File: src/rtl/mw_pkg.sv
package mw_pkg;

    localparam logic [1:0] OP_SYS   = 2'b00;
    localparam logic [1:0] OP_WRITE = 2'b01;
    localparam logic [1:0] OP_READ  = 2'b10;
    localparam logic [1:0] OP_ERASE = 2'b11;

    localparam logic [1:0] SYS_LOCK   = 2'b00;
    localparam logic [1:0] SYS_FILL   = 2'b01;
    localparam logic [1:0] SYS_CLEAR  = 2'b10;
    localparam logic [1:0] SYS_UNLOCK = 2'b11;

    typedef enum logic [2:0] {
        S_IDLE,
        S_HDR,
        S_DATA,
        S_READ,
        S_DONE
    } mw_state_e;

    typedef enum logic [2:0] {
        P_NONE,
        P_WORD,
        P_WIPE,
        P_WIPE_ALL,
        P_FILL_ALL
    } mw_prog_e;

endpackage

File: src/rtl/mw_edge.sv
module mw_edge #(
    parameter bit RISING = 1'b1
) (
    input  logic clk,
    input  logic rst_n,
    input  logic level,
    output logic pulse
);
    logic prev_d, prev_q;

    always_comb begin
        prev_d = level;
    end

    always_ff @(posedge clk) begin
        if (!rst_n) prev_q <= 1'b0;
        else        prev_q <= prev_d;
    end

    generate
        if (RISING) begin : g_rise
            assign pulse = level & ~prev_q;
        end else begin : g_fall
            assign pulse = ~level & prev_q;
        end
    endgenerate
endmodule

File: src/rtl/mw_array.sv
module mw_array #(
    parameter int ADDR_W = 6,
    parameter int DATA_W = 16
) (
    input  logic              clk,
    input  logic              rst_n,
    input  logic              we_one,
    input  logic              we_all,
    input  logic [ADDR_W-1:0] waddr,
    input  logic [DATA_W-1:0] wdata,
    input  logic [ADDR_W-1:0] raddr,
    output logic [DATA_W-1:0] rdata
);
    localparam int DEPTH = 1 << ADDR_W;

    logic [DEPTH-1:0][DATA_W-1:0] words_d, words_q;

    genvar gi;
    generate
        for (gi = 0; gi < DEPTH; gi++) begin : g_word
            always_comb begin
                words_d[gi] = words_q[gi];
                if (we_all || (we_one && waddr == ADDR_W'(gi)))
                    words_d[gi] = wdata;
            end
        end
    endgenerate

    always_ff @(posedge clk) begin
        if (!rst_n) words_q <= '1;
        else        words_q <= words_d;
    end

    assign rdata = words_q[raddr];

    AST_ARRAY_HOLD: assert property (@(posedge clk) disable iff (!rst_n)
        !(we_one || we_all) |=> $stable(words_q));

    AST_ALL_SAME: assert property (@(posedge clk) disable iff (!rst_n)
        we_all |=> (words_q[0] == words_q[DEPTH-1]));
endmodule

File: src/rtl/mw_cmd.sv
module mw_cmd
    import mw_pkg::*;
#(
    parameter int ADDR_W   = 6,
    parameter int DATA_W   = 16,
    parameter int BUSY_CYC = 40
) (
    input  logic              clk,
    input  logic              rst_n,
    input  logic              cs,
    input  logic              di,
    input  logic              sk_rise,
    input  logic              cs_fall,
    input  logic [DATA_W-1:0] rdata,
    output logic [ADDR_W-1:0] raddr,
    output logic              we_one,
    output logic              we_all,
    output logic [ADDR_W-1:0] waddr,
    output logic [DATA_W-1:0] wdata,
    output logic              dout
);
    localparam int HDR_W = 2 + ADDR_W;
    localparam int CNT_W = $clog2(DATA_W + 1);
    localparam int BW    = $clog2(BUSY_CYC + 1);

    typedef struct packed {
        mw_state_e         st;
        mw_prog_e          pend;
        logic [CNT_W-1:0]  cnt;
        logic [DATA_W-1:0] sr;
        logic [1:0]        op;
        logic [ADDR_W-1:0] addr;
        logic              wen;
        logic              stat;
        logic              rd;
        logic [BW-1:0]     bcnt;
    } regs_t;

    regs_t d, q;
    logic [HDR_W-1:0] hdr;
    logic             busy;

    always_comb begin
        d      = q;
        we_one = 1'b0;
        we_all = 1'b0;
        waddr  = q.addr;
        wdata  = q.sr;
        hdr    = {q.sr[HDR_W-2:0], di};
        raddr  = hdr[ADDR_W-1:0];
        busy   = (q.bcnt != '0);

        if (busy) d.bcnt = q.bcnt - 1'b1;

        if (!cs) begin
            d.st   = S_IDLE;
            d.pend = P_NONE;
            d.cnt  = '0;
            d.rd   = 1'b0;
            if (cs_fall && q.pend != P_NONE) begin
                case (q.pend)
                    P_WORD:     we_one = 1'b1;
                    P_WIPE:     begin we_one = 1'b1; wdata = '1; end
                    P_WIPE_ALL: begin we_all = 1'b1; wdata = '1; end
                    P_FILL_ALL: we_all = 1'b1;
                    default:    ;
                endcase
                d.bcnt = BW'(BUSY_CYC);
                d.stat = 1'b1;
            end
        end else if (sk_rise) begin
            case (q.st)
                S_IDLE: begin
                    if (di && !busy) begin
                        d.st   = S_HDR;
                        d.cnt  = '0;
                        d.stat = 1'b0;
                    end
                end
                S_HDR: begin
                    d.sr  = {q.sr[DATA_W-2:0], di};
                    d.cnt = q.cnt + 1'b1;
                    if (q.cnt == CNT_W'(HDR_W - 1)) begin
                        d.cnt  = '0;
                        d.addr = hdr[ADDR_W-1:0];
                        d.op   = hdr[HDR_W-1 -: 2];
                        case (hdr[HDR_W-1 -: 2])
                            OP_READ: begin
                                d.st = S_READ;
                                d.sr = rdata;
                                d.rd = 1'b0;
                            end
                            OP_WRITE: d.st = S_DATA;
                            OP_ERASE: begin
                                d.st   = S_DONE;
                                d.pend = q.wen ? P_WIPE : P_NONE;
                            end
                            default: begin
                                d.st = S_DONE;
                                case (hdr[ADDR_W-1 -: 2])
                                    SYS_UNLOCK: d.wen = 1'b1;
                                    SYS_LOCK:   d.wen = 1'b0;
                                    SYS_CLEAR:  d.pend = q.wen ? P_WIPE_ALL : P_NONE;
                                    default:    d.st = S_DATA;
                                endcase
                            end
                        endcase
                    end
                end
                S_DATA: begin
                    d.sr  = {q.sr[DATA_W-2:0], di};
                    d.cnt = q.cnt + 1'b1;
                    if (q.cnt == CNT_W'(DATA_W - 1)) begin
                        d.st = S_DONE;
                        if (!q.wen)               d.pend = P_NONE;
                        else if (q.op == OP_WRITE) d.pend = P_WORD;
                        else                      d.pend = P_FILL_ALL;
                    end
                end
                S_READ: begin
                    if (q.cnt != CNT_W'(DATA_W)) begin
                        d.rd  = q.sr[DATA_W-1];
                        d.sr  = {q.sr[DATA_W-2:0], 1'b0};
                        d.cnt = q.cnt + 1'b1;
                    end else begin
                        d.st = S_DONE;
                        d.rd = 1'b0;
                    end
                end
                default: ;
            endcase
        end
    end

    always_ff @(posedge clk) begin
        if (!rst_n) q <= '0;
        else        q <= d;
    end

    assign dout = cs & ((q.st == S_READ && q.rd) ||
                        (q.st == S_IDLE && q.stat && q.bcnt == '0));

    AST_DESEL_IDLE: assert property (@(posedge clk) disable iff (!rst_n)
        !cs |=> (q.st == S_IDLE));

    AST_DOUT_QUIET: assert property (@(posedge clk) disable iff (!rst_n)
        !cs |-> !dout);

    AST_PROG_NEEDS_WEN: assert property (@(posedge clk) disable iff (!rst_n)
        (we_one || we_all) |-> q.wen);

    AST_BUSY_LOAD: assert property (@(posedge clk) disable iff (!rst_n)
        (we_one || we_all) |=> (q.bcnt == BW'(BUSY_CYC)));

    AST_READ_DUMMY: assert property (@(posedge clk) disable iff (!rst_n)
        (q.st == S_READ && q.cnt == '0) |-> !dout);
endmodule

File: src/rtl/mw_eeprom.sv
module mw_eeprom #(
    parameter int ADDR_W   = 6,
    parameter int DATA_W   = 16,
    parameter int BUSY_CYC = 40
) (
    input  logic clk,
    input  logic rst_n,
    input  logic cs,
    input  logic sk,
    input  logic di,
    output logic dout
);
    logic              sk_rise, cs_fall;
    logic              we_one, we_all;
    logic [ADDR_W-1:0] raddr, waddr;
    logic [DATA_W-1:0] rdata, wdata;

    mw_edge #(.RISING(1'b1)) u_sk_edge (
        .clk(clk), .rst_n(rst_n), .level(sk), .pulse(sk_rise));

    mw_edge #(.RISING(1'b0)) u_cs_edge (
        .clk(clk), .rst_n(rst_n), .level(cs), .pulse(cs_fall));

    mw_cmd #(.ADDR_W(ADDR_W), .DATA_W(DATA_W), .BUSY_CYC(BUSY_CYC)) u_cmd (
        .clk(clk), .rst_n(rst_n), .cs(cs), .di(di),
        .sk_rise(sk_rise), .cs_fall(cs_fall), .rdata(rdata),
        .raddr(raddr), .we_one(we_one), .we_all(we_all),
        .waddr(waddr), .wdata(wdata), .dout(dout));

    mw_array #(.ADDR_W(ADDR_W), .DATA_W(DATA_W)) u_array (
        .clk(clk), .rst_n(rst_n), .we_one(we_one), .we_all(we_all),
        .waddr(waddr), .wdata(wdata), .raddr(raddr), .rdata(rdata));
endmodule

File: config.mk
export PLATFORM = sky130hd
export DESIGN_NAME = mw_eeprom
export DESIGN_NICKNAME = d
export VERILOG_FILES = /design/src/rtl/mw_pkg.sv /design/src/rtl/mw_edge.sv /design/src/rtl/mw_array.sv /design/src/rtl/mw_cmd.sv /design/src/rtl/mw_eeprom.sv
export SDC_FILE = /design/constraint.sdc
export NUM_CORES = 2
export LEC_CHECK = 0
export BUFFER_PORTS_ARGS = -buffer_cell sky130_fd_sc_hd__buf_2
export CAP_MARGIN = 5
export CORE_UTILIZATION = 60
export DETAILED_ROUTE_END_ITERATION = 10
export PLACE_DENSITY = 0.86
export SLEW_MARGIN = 20
export SYNTH_ARGS = -nofsm -noshare
export SYNTH_HDL_FRONTEND = slang
export SYNTH_SLANG_ARGS = --single-unit
File: constraint.sdc
create_clock -name clk -period 3.3 [get_ports clk]
set_clock_uncertainty 0.2 [all_clocks]
set_input_delay 0.66 -clock clk [delete_from_list [all_inputs] [get_ports clk]]
set_output_delay 0.66 -clock clk [all_outputs]
set_load 0.1 [all_outputs]
==> flow_metrics.env <==
export IMPL_holdPathStages=2
export IMPL_place_hpwl_um=82700
export IMPL_design_core_area_sq_um=77500
export IMPL_synth_top_cell_area_share_pct=45.6
export IMPL_grt_overflow=0
export IMPL_cts_hold_buf=0
export IMPL_final_common_cell="nand2_1"
export IMPL_wl_per_cell_um=22.1
export IMPL_critPathMaxFanout=39
export IMPL_synthMuxAreaShare_pct=14.9
export IMPL_reg2reg_slack_ps=130
export IMPL_finalSetupTns_ps=0
export IMPL_maxCapViolations=0
export IMPL_initial_utilization_pct=60.7
export IMPL_yosysUniqueCellTypes=73
export IMPL_netlist_area_sq_um=47000
export IMPL_cp_start_kind="flip-flop"
export IMPL_grt_use_total_pct=35.2
export IMPL_min_path_type="in -> reg"
export IMPL_clkLatencyLatePin_ps=690
export IMPL_crit_path_end="u_cmd.raddr[4]"
export IMPL_setup_violations=0
export IMPL_dpl_cell_area_sq_um=48600
export IMPL_slew_violations=0
export IMPL_cp_arrival_ps=3540
export IMPL_layout_cells_most_common_list="2106 x nand2_1, 1068 x dfxtp_1, 920 x o21ai_0"
export IMPL_crit_type="reg -> reg"
export IMPL_cts_made_buffers=102
export IMPL_finalPower_uw=26300
export IMPL_synth_compound_area_share_pct=15.0
export IMPL_holdWs_ps=51.0
export IMPL_clock_path_buffers=3
export IMPL_area_growth_pct=11.2
export IMPL_cellLeakagePower_uw=0.0174
export IMPL_cp_startpoint="u_cmd.raddr[2]"
export IMPL_final_nets=5299
export IMPL_grt_pass1_wl_um=218000
export IMPL_drtAntennaViolNets=0
export IMPL_io_buffers=5
export IMPL_finalHoldViolCount=0
export IMPL_wl_um=142000
export IMPL_synth_top_family_by_area="simple AND/OR/NAND/NOR gates"
export IMPL_period_share_pct=96.2
export IMPL_ir_drop_uv=382
export IMPL_cts_num_sinks=1070
export IMPL_ys_seq_area_share_pct=45.6
export IMPL_synth_warnings=0
export IMPL_status="complete, no violations"
export IMPL_rsz0062_at_grt="no"
export IMPL_place_congestion=0.977
export IMPL_grt_pass1_vias=39724
export IMPL_dieHeight_um=282
export IMPL_synthTopCellsByArea="dfxtp_1 46%, nand2_1 17%, mux4_2 14%"
export IMPL_end_kind="flip-flop"
export IMPL_via_per_inst=6.44
export IMPL_seq_area_sq_um=21400
export IMPL_min_period_ps=3170
export IMPL_ys_async_sr_fraction_pct=0
export IMPL_timing_fmax_ghz=0.315
export IMPL_synth_top_cell_by_area="dfxtp_1"
export IMPL_synthAdderAreaFrac_pct=0.319
export IMPL_yosys_area_share_simple_pct=18.9
export IMPL_drive_above_1_share_pct=14.6
export IMPL_cts_root_buf="clkbuf_16"
export IMPL_avgSynthCellArea_sq_um=8.56
export IMPL_drtIter0Drc=6199
export IMPL_syn_inst=5489
export IMPL_final_area_sq_um=52300
export IMPL_tightest_slew_ps=1220
export IMPL_cts_tree="yes"
export IMPL_antenna_cells=0
export IMPL_synth_nets=5506
export IMPL_antenna_found_initial=3
export IMPL_die_area_sq_um=79400
export IMPL_rr_endpoint="u_cmd.raddr[4]"
export IMPL_p_per_area_nw_per_um2=504
export IMPL_critPathRequiredTime_ps=3670
export IMPL_max_slew_margin_pct=18.7
export IMPL_n_fill_cell=5286
export IMPL_synth_flop_cell="dfxtp_1"
export IMPL_r2r_cells=7
export IMPL_drc=0
export IMPL_multiInputGateArea_sq_um=23700
export IMPL_rows=102
export IMPL_synth_seq_cells=1070
export IMPL_firstDrtPassIters=9
export IMPL_dieWidth_um=282
export IMPL_r2r_start="u_cmd.raddr[2]"
export IMPL_synth_edf_count=0
export IMPL_yosys_area_share_xor_xnor_pct=0.165
export IMPL_grt_start_max_net_pins=237
export IMPL_io_pins=6
export IMPL_clk_pin_slew_ps=60
export IMPL_htreeDepth=3
export IMPL_vias=41273
synthesized netlist by cell type (12+ instances only):
| master | instances |
|---|---|
| nand2_1 | 2106 |
| dfxtp_1 | 1070 |
| o21ai_0 | 920 |
| clkbuf_1 | 342 |
| mux4_2 | 282 |
| buf_2 | 145 |
| o21ai_1 | 124 |
| nor2_1 | 71 |
| mux2i_1 | 54 |
| o31ai_4 | 34 |
| o31ai_1 | 27 |
| a21oi_1 | 25 |
| nand3_1 | 25 |
| buf_4 | 21 |
| inv_1 | 14 |
| nor2b_1 | 14 |
| a31oi_1 | 13 |
| buf_1 | 13 |
| nand2b_1 | 13 |
| ha_1 | 12 |
registers in the layout (all words and copies together) (netlist names):
name              cells
u_cmd.raddr           5
u_array.words_q    1024
u_cmd.waddr           6
u_cs_edge.prev_q      1
u_cmd.q              31
u_sk_edge.prev_q      1
u_cmd.hdr             2
critical path, stage by stage, from the launching register on:
cell	delay, ps
dfxtp_4	570
buf_12	330
buf_4	220
mux4_2	300
mux4_2	550
o21ai_0	510
o21ai_0	180
o311a_1	160
timing repair:
action,CTS,global route
setup buffers,0,8
gates resized for setup,0,1
setup endpoints to repair,0,3
where the power goes:
group | switching [uW] | internal (uW) | leakage [uW]
clock network | 5190 | 7290 | 0.00175
registers | 36.9 | 12900 | 0.00866
logic | 561 | 308 | 0.00702
total | 5790 | 20600 | 0.0174
final cells by class:
class,instances,share of cell area (%)
inverters,16,0.120
flip-flops and latches,1070,41.0
repair buffers,219,4.19
multi-input cells,3873,45.4
clock inverters,47,1.16
clock buffers,144,5.67
well taps,1040,2.49
routing by layer:
metal	vias up	track usage (%)	share of wire (%)	wire length (um)
met5	-	0	0.019	27
met4	4	22.7	6.4	9110
met3	664	9.03	13	18600
met2	3011	54.2	45	63200
met1	19446	43.9	36	50700
li1	18148	-	-	-
cells by family (layout without fill, tap and decap cells):
group | count (synthesis) | count (layout)
AND/OR/NAND/NOR | 2288 | 2288
AO/OA/AOI/OAI | 1221 | 1221
flip-flops | 1070 | 1070
buffers and inverters | 546 | 426
multiplexers | 344 | 344
adder cells (fa/ha/maj) | 12 | 12
XOR/XNOR | 8 | 8
through the flow:
| step | setup slack [ps] | cells | utilization (%) |
|---|---|---|---|
| 4_1_cts | 42.8 | 6400 | 67.3 |
| 3_3_place_gp | -8.53 | 6208 | 62.7 |
| 3_5_place_dp | -63.9 | 6209 | 62.7 |
| 6_report | 126 | 6409 | 67.4 |
| 5_1_grt | 0.192 | 6409 | 67.4 |
| 2_1_floorplan | 147 | 5489 | - |
how the worst min path moves through the flow:
stage | start | to
floorplan | u_array.words_q[260] | u_array.words_q[260]
global placement | u_array.words_q[964] | u_array.words_q[964]
detailed placement | u_array.words_q[227] | u_array.words_q[227]
CTS | sk | u_sk_edge.prev_q
global route | sk | u_sk_edge.prev_q
finish | sk | u_sk_edge.prev_q
(Power assumes the default switching activity.)
